### config.mk
export PLATFORM = sky130hd
export DESIGN_NAME = hostmbox_port
export DESIGN_NICKNAME = d
export VERILOG_FILES = /design/src/rtl/hostmbox_pkg.sv /design/src/rtl/hostmbox_store_fmt.sv /design/src/rtl/hostmbox_decode.sv /design/src/rtl/hostmbox_latch.sv /design/src/rtl/hostmbox_actions.sv /design/src/rtl/hostmbox_port.sv
export SDC_FILE = /design/constraint.sdc
export NUM_CORES = 1
export LEC_CHECK = 0
export BUFFER_PORTS_ARGS = -buffer_cell sky130_fd_sc_hd__clkbuf_2
export CAP_MARGIN = 30
export CELL_PAD_IN_SITES_DETAIL_PLACEMENT = 1
export CELL_PAD_IN_SITES_GLOBAL_PLACEMENT = 1
export CORE_ASPECT_RATIO = 1.2
export CORE_MARGIN = 2
export CORE_UTILIZATION = 35
export CTS_CLUSTER_DIAMETER = 120
export DETAILED_ROUTE_END_ITERATION = 10
export HOLD_SLACK_MARGIN = 0.1
export PLACE_DENSITY_LB_ADDON = 0.08
export SETUP_SLACK_MARGIN = 0.15
export SLEW_MARGIN = 20
export SYNTH_ARGS = -nofsm -noshare
export SYNTH_HDL_FRONTEND = slang
export SYNTH_SLANG_ARGS = --single-unit
### constraint.sdc
create_clock -name clk -period 2.55 [get_ports clk]
set_input_delay 0.1275 -clock clk [delete_from_list [all_inputs] [get_ports clk]]
set_output_delay 0.1275 -clock clk [all_outputs]
set_load 0.05 [all_outputs]
### src/rtl/hostmbox_pkg.sv
package hostmbox_pkg;
  parameter int unsigned WORD_W = 64;
  parameter int unsigned DEV_W  = 8;
  parameter int unsigned CMD_W  = 8;
  parameter int unsigned CON_W  = 8;

  localparam int unsigned PAY_W  = WORD_W - DEV_W - CMD_W;
  localparam int unsigned BYTES  = WORD_W / 8;
  localparam int unsigned SIZE_W = $clog2(BYTES) + 1;
  localparam int unsigned CODE_W = PAY_W - 1;
  localparam int unsigned DEV_LO = WORD_W - DEV_W;
  localparam int unsigned CMD_LO = PAY_W;

  localparam logic [DEV_W-1:0] DEV_SYSPROXY = 8'h00;
  localparam logic [DEV_W-1:0] DEV_CONSOLE  = 8'h01;
  localparam logic [CMD_W-1:0] CON_GETC     = 8'h00;
  localparam logic [CMD_W-1:0] CON_PUTC     = 8'h01;

  typedef struct packed {
    logic              exit_req;
    logic [CODE_W-1:0] code;
    logic              con_req;
    logic [CON_W-1:0]  chr;
  } mbox_act_t;
endpackage

### src/rtl/hostmbox_store_fmt.sv
module hostmbox_store_fmt
  import hostmbox_pkg::*;
(
  input  logic [SIZE_W-1:0] size,
  input  logic [WORD_W-1:0] data,
  output logic [WORD_W-1:0] word,
  output logic              size_ok
);
  assign size_ok = (size != '0) && (size <= SIZE_W'(BYTES));

  for (genvar b = 0; b < BYTES; b++) begin : g_lane
    logic keep;
    assign keep = (SIZE_W'(b) < size);
    assign word[b*8 +: 8] = keep ? data[b*8 +: 8] : 8'h00;
  end
endmodule

### src/rtl/hostmbox_decode.sv
module hostmbox_decode
  import hostmbox_pkg::*;
(
  input  logic [WORD_W-1:0] word,
  output mbox_act_t         act
);
  logic [DEV_W-1:0] dev;
  logic [CMD_W-1:0] cmd;
  logic [PAY_W-1:0] pay;

  assign dev = word[DEV_LO +: DEV_W];
  assign cmd = word[CMD_LO +: CMD_W];
  assign pay = word[PAY_W-1:0];

  always_comb begin
    act          = '0;
    act.code     = pay[PAY_W-1:1];
    act.chr      = pay[CON_W-1:0];
    unique case (dev)
      DEV_SYSPROXY: act.exit_req = pay[0];
      DEV_CONSOLE: begin
        unique case (cmd)
          CON_PUTC: act.con_req = 1'b1;
          CON_GETC: act.con_req = 1'b0;
          default:  act.con_req = 1'b0;
        endcase
      end
      default: act = act;
    endcase
  end
endmodule

### src/rtl/hostmbox_latch.sv
module hostmbox_latch
  import hostmbox_pkg::*;
(
  input  logic              clk,
  input  logic              rst,
  input  logic              st_fire,
  input  logic [WORD_W-1:0] st_word,
  input  logic              tick,
  input  logic              ld_en,
  input  logic [SIZE_W-1:0] ld_size,
  output logic [WORD_W-1:0] mbox_q,
  output logic              rd_valid,
  output logic [WORD_W-1:0] rd_data,
  output logic              rd_fault
);
  logic ld_full;
  assign ld_full = (ld_size == SIZE_W'(BYTES));

  always_ff @(posedge clk) begin
    if (rst) begin
      mbox_q <= '0;
    end else if (st_fire) begin
      mbox_q <= st_word;
    end else if (tick) begin
      mbox_q <= '0;
    end
  end

  always_ff @(posedge clk) begin
    if (rst) begin
      rd_valid <= 1'b0;
      rd_fault <= 1'b0;
      rd_data  <= '0;
    end else begin
      rd_valid <= ld_en;
      rd_fault <= ld_en && !ld_full;
      rd_data  <= (ld_en && ld_full) ? mbox_q : '0;
    end
  end
endmodule

### src/rtl/hostmbox_actions.sv
module hostmbox_actions
  import hostmbox_pkg::*;
(
  input  logic              clk,
  input  logic              rst,
  input  logic              fire,
  input  mbox_act_t         act,
  output logic              exit_done,
  output logic [CODE_W-1:0] exit_code,
  output logic              con_valid,
  output logic [CON_W-1:0]  con_byte
);
  always_ff @(posedge clk) begin
    if (rst) begin
      exit_done <= 1'b0;
      exit_code <= '0;
    end else if (fire && act.exit_req) begin
      exit_done <= 1'b1;
      exit_code <= act.code;
    end
  end

  always_ff @(posedge clk) begin
    if (rst) begin
      con_valid <= 1'b0;
      con_byte  <= '0;
    end else begin
      con_valid <= fire && act.con_req;
      if (fire && act.con_req) con_byte <= act.chr;
    end
  end
endmodule

### src/rtl/hostmbox_port.sv
module hostmbox_port
  import hostmbox_pkg::*;
(
  input  logic              clk,
  input  logic              rst,
  input  logic              wr_en,
  input  logic [SIZE_W-1:0] wr_size,
  input  logic [WORD_W-1:0] wr_data,
  input  logic              rd_en,
  input  logic [SIZE_W-1:0] rd_size,
  input  logic              tick,
  output logic              rd_valid,
  output logic [WORD_W-1:0] rd_data,
  output logic              rd_fault,
  output logic              exit_done,
  output logic [CODE_W-1:0] exit_code,
  output logic              con_valid,
  output logic [CON_W-1:0]  con_byte
);
  logic [WORD_W-1:0] st_word;
  logic              size_ok;
  logic              st_fire;
  logic [WORD_W-1:0] mbox_q;
  mbox_act_t         act;

  assign st_fire = wr_en && size_ok;

  hostmbox_store_fmt u_fmt (
    .size    (wr_size),
    .data    (wr_data),
    .word    (st_word),
    .size_ok (size_ok)
  );

  hostmbox_decode u_dec (
    .word (st_word),
    .act  (act)
  );

  hostmbox_latch u_latch (
    .clk      (clk),
    .rst      (rst),
    .st_fire  (st_fire),
    .st_word  (st_word),
    .tick     (tick),
    .ld_en    (rd_en),
    .ld_size  (rd_size),
    .mbox_q   (mbox_q),
    .rd_valid (rd_valid),
    .rd_data  (rd_data),
    .rd_fault (rd_fault)
  );

  hostmbox_actions u_act (
    .clk       (clk),
    .rst       (rst),
    .fire      (st_fire),
    .act       (act),
    .exit_done (exit_done),
    .exit_code (exit_code),
    .con_valid (con_valid),
    .con_byte  (con_byte)
  );
endmodule

## Yosys cells after proc, flatten, opt, wreduce, memory -nomap -nowiden

Index checks and enable logic that the tools add are counted.

- Input bits: 77
- Output and inout bits: 123
- Register bits after elaboration: 187
- Logic and storage cells: 45

- Bitwise operators: 1
- Equality and inequality tests: 3
- $lt $le $gt $ge: 9
- Reduce and logical (&&, ||, !) cells: 11
- Mux-type cells: 13

Operator list:

| operator | count |
|---|---|
| 64-bit two-way mux | 2 |
| 8-bit two-way mux | 8 |
| 8-bit by 1-bit equality test with 1-bit output, second input constant | 2 |
| 3-bit by 4-bit less-than comparator with 1-bit output, first input constant | 4 |
| 8-bit zero test | 1 |
| 1-bit by 4-bit less-than comparator with 1-bit output, first input constant | 2 |
| 2-bit by 4-bit less-than comparator with 1-bit output, first input constant | 2 |
| 1-bit logical AND | 6 |
| 4-bit equality test, second input constant | 1 |
| 4-bit <= comparator, second input constant | 1 |
| 4-bit nonzero test | 1 |
| 1-bit two-way mux | 3 |
| 2-bit nonzero test | 1 |
| 2-bit OR reduction | 1 |
| 1-bit zero test | 1 |
| 1-bit inverter | 1 |

## Logic depth before layout (Yosys ltp)

- Depth after elaboration: 6
- Gate-level depth with buffers: 8
- Mapped depth without buffers: 4

## Cells and area by module

Synthesis repeated with hierarchy kept, for this count alone.

- Cell total of the unflattened synthesis: 687
- Area total of the unflattened synthesis: 7298.2 µm²

By module, submodules not included:

| module | area each (µm²) | sequential area each (µm²) | cells an instance | instances |
|---|---|---|---|---|
| hostmbox_latch | 3905.0 | 2602.5 | 290 | 1 |
| hostmbox_actions | 2416.1 | 1141.1 | 257 | 1 |
| hostmbox_store_fmt | 503.0 | 0.0 | 76 | 1 |
| hostmbox_decode | 467.9 | 0.0 | 63 | 1 |
| hostmbox_port | 6.3 | 0.0 | 1 | 1 |

## Least setup slack after synthesis

No wires, ideal clock.

- Path type: input-to-reg
- From: in wr_size[1]
- To: reg u_latch.mbox_q[24]
- Data arrival time: 1663 ps
- Stages on the path: 8
- Data required time: 2478 ps
- Path buffers: 4
- Setup slack: 815 ps
- Cell sequence: buf_6 or4_1 and3_1 buf_6 buf_6 nor3_4 buf_6 o2bb2ai_1

- Word-level cells in the longest chain between the ends: 4

RTL lines:

| item | line | text |
|---|---|---|
| from (decl) | hostmbox_port.sv:7 | `input logic [SIZE_W-1:0] wr_size,` |
| 4-bit <= comparator or 4-bit nonzero test (tied branches) | hostmbox_store_fmt.sv:9 | `assign size_ok = (size != '0) && (size <= SIZE_W'(BYTES));` |
| 1-bit logical AND | hostmbox_store_fmt.sv:9 |  |
| 1-bit logical AND | hostmbox_port.sv:26 | `assign st_fire = wr_en && size_ok;` |
| 64-bit two-way mux or 2-bit nonzero test (tied branches) | -- |  |
| to (signal assigned) | hostmbox_latch.sv:23 | `mbox_q <= st_word;` |
| to (decl) | hostmbox_latch.sv:11 | `output logic [WORD_W-1:0] mbox_q,` |

Several ways; a longest one is shown, not always the timed one.
A chain may end at the register's enable or synchronous reset.

## Final worst setup path

- From: in wr_data[58]
- To: reg u_act.con_byte[2]

- Word-level cells in the longest chain between the ends: 4

RTL lines:

| item | line | text |
|---|---|---|
| from (decl) | hostmbox_port.sv:8 | `input logic [WORD_W-1:0] wr_data,` |
| 8-bit two-way mux | hostmbox_store_fmt.sv:14 | `assign word[b*8 +: 8] = keep ? data[b*8 +: 8] : 8'h00;` |
| 8-bit by 1-bit equality test with 1-bit output | hostmbox_decode.sv:19 | `unique case (dev)` |
| 1-bit two-way mux | hostmbox_decode.sv:19 |  |
| 1-bit logical AND | hostmbox_actions.sv:29 | `if (fire && act.con_req) con_byte <= act.chr;` |
| to (signal assigned) | hostmbox_actions.sv:29 |  |
| to (decl) | hostmbox_actions.sv:11 | `output logic [CON_W-1:0] con_byte` |

Every way passes these cells.

==> flow_summary.ini <==
[synthesis]
synth_area_leaders = dfxtp_1, mux2i_1, and3_1, nand2_1, nand2b_1
synth_area_um2 = 6550
synth_nets = 736
synth_seq_cells = 187
syn-mean-instance-area_um2 = 9.93
synth-async-reset-ratio = 0
ys_warn_count = 0
postSynthCellCount = 659
ys_types = 33
synth_flop_cell = dfxtp_1
synth_largest_area_cell = dfxtp_1
synthTopCellsByCount = dfxtp_1, nand2_1, and3_1, mux2i_1, nand2b_1
synthDominantCellAreaShare = 0.572
yosysMostFrequentCell = dfxtp_1
yosysSeqAreaShare = 0.572
synth-edff-count = 0

[sta]
finalHoldViolCount = 0
slew_headroom = 0.495
fin_crit_sh = 0.811
finalSetupViolCount = 0
setup_ws_ns = 0.482
period_minus_slack_ns = 2.07
report.final.slew_viol_count = 0
timing.fmax_mhz = 484
tns_ns = 0
rsz0062_at_grt = no
fin_worst_skew_ns = 0.00494
tightest_slew_ns = 0.752
finalHoldWorstSlack_ns = 0.175

[floorplanning]
boundaryPins = 200
dieArea_um2 = 19800
core_um2 = 18200
dieWidth_um = 129
rows = 54
initial_utilization = 0.359
die_y_um = 154

[clock_network]
htreeDepth = 4
cts.clk_slew.worst_paths_ns = 0.07
cts_setup_buffers = 0
insertion_delay_ns = 0.43
cts.path.max_buffers = 2
cts_tree = built
cts_root_buf = clkbuf_16
cts.sinks = 187
post_cts_resized = 0
cts_made_buffers = 17

[worst_setup_path]
startpoint = wr_data[58]
r2r_slack_ns = 1.86
r2r_start = u_latch.mbox_q[14]
crit_end = u_act.con_byte[2]
critPathSlowestCell = nor4_4
path_max_fanout = 8
worstPathRequired_ns = 2.90
start_kind = input pin
critical_path_class = in -> reg
crit_path_max_incr_delay_ns = 0.74
r2r_cells = 2
crit_chain = dlygate4sd3_1 > clkbuf_2 > nor4_1 > nand2_1 > nor4_4 > mux2i_1
arrival_ns = 2.42
end_kind = flop
reg2reg_to = u_latch.mbox_q[14]

[grt]
grt_max_degree = 67
overflow = 0
antenna_found_initial = 0
grt_pass1_vias = 5906
grt.total_usage = 0.201
grt_pass1_wl_mm = 31.4

[placement]
routabilityCongestion = 0.752
hpwlAfterDp_mm = 13.3
dp.cells = 1047
pre_cts_ws_ns = 0.559
numPortBuffers = 199

[job]
drv_cap = 0

[power]
fin_total_pwr_mw = 6.26
leakage_nw = 4.00
p_per_area_nw_per_um2 = 695
vdd.ir_drop.worst_mv = 0.450

[finish]
stdcell_count = 1143
area_delta_synth_final_pct = 37.5
seq_area_um2 = 3740
fin_nets = 983
multiInputGateArea_um2 = 2600
antenna_cells = 0
drive_gt1_frac = 0.280
fillers = 2116

[detailed_routing]
postRouteAntennaNets = 0
post_drt_wl_per_cell_um = 17.1
drc_errors = 0
vias = 5539
vias_per_cell = 4.85
drt_first_pass_iters = 4
routed_wirelength_mm = 19.5
drtIter0Drc = 211

[hold_path]
hp-class = in -> reg

[run_status]
outcome = complete, no violations
[state kept, by name, summed over array words and instances, names as in the netlist]
| signal | count |
|---|---|
| u_act.con_valid | 1 |
| u_latch.mbox_q | 64 |
| u_latch.rd_fault | 1 |
| u_act.exit_code | 47 |
| u_latch.rd_data | 64 |
| u_act.exit_done | 1 |
| u_latch.rd_valid | 1 |
| u_act.con_byte | 8 |
[report_power, final]
group	switching, mW	internal, mW	total [mW]
combinational	0.339	0.214	0.553
sequential	0.0291	2.98	3.01
clock	1.21	1.48	2.69
total	1.58	4.68	6.26
[routing by layer]
metal | track usage | up-vias | wire (um)
met5 | 0 | - | 0
met4 | 0.0626 | 0 | 329
met3 | 0.0435 | 23 | 869
met2 | 0.355 | 138 | 9840
met1 | 0.241 | 2639 | 8510
li1 | - | 2739 | -
[kinds of logic after synthesis]
group | after synthesis | share of synthesized area
buf+inv | 52 | 0.0378
flops | 187 | 0.572
simple gates | 291 | 0.238
compound gates | 74 | 0.0684
mux | 55 | 0.0841
[worst min path at each step]
stage	from	to	slack (ns)	cells after the start
after floorplan	wr_data[10]	u_latch.mbox_q[10]	0.26	2
after global placement	wr_data[60]	u_latch.mbox_q[60]	0.36	2
after detailed placement	wr_data[52]	u_latch.mbox_q[52]	0.37	3
after CTS	wr_data[48]	u_latch.mbox_q[48]	0.15	3
after global routing	wr_data[48]	u_latch.mbox_q[48]	0.20	3
final	wr_data[48]	u_latch.mbox_q[48]	0.17	3
[per-stage QoR]
step | instance area (um^2) | util
after CTS | 9000 | 0.493
after floorplan | 6550 | -
after detailed placement | 7750 | 0.425
after global routing | 9000 | 0.493
after global placement | 7740 | 0.425
final | 9000 | 0.493
[critical path: cells and delay by family]
family / cells / cell delay (ns)
buffers and inverters: 2 / 0.70
AND/OR/NAND/NOR: 3 / 1.30
multiplexers: 1 / 0.28
[cells in the final DEF (no fill, tap or decap), drive strengths merged]
master and count:
or4b 1, o21ba 1, nor2 6, nor3 5, inv 7, mux2i 55
nand3 41, nand2 99, o211ai 1, clkinvlp 1, nor4b 2, nor4 3
clkinv 6, bufinv 2, and3 65, nand3b 8, buf 16, nor2b 2
or3 1, a22o 8, o32ai 1, clkbuf 216, a21oi 5, dfxtp 187
o21ai 48, or4 2, nand2b 55, o2bb2ai 9, o31ai 1, dlygate4sd3 64
and4b 1
[cell type report]
| cell class | count | share of cell area |
|---|---|---|
| sequential | 187 | 0.416 |
| multi-input combinational | 420 | 0.289 |
| timing repair buffer | 279 | 0.197 |
| clock buffer | 17 | 0.0473 |
| tap | 224 | 0.0311 |
| clock inverter | 15 | 0.0202 |
| inverter | 1 | 0.000417 |
[timing repair]
item | 4_1_cts | 5_1_grt
hold buffers | 64 | 0
setup endpoints to repair | 0 | 0
endpoints found under the hold margin | 119 | 0
(Power assumes the default switching activity.)
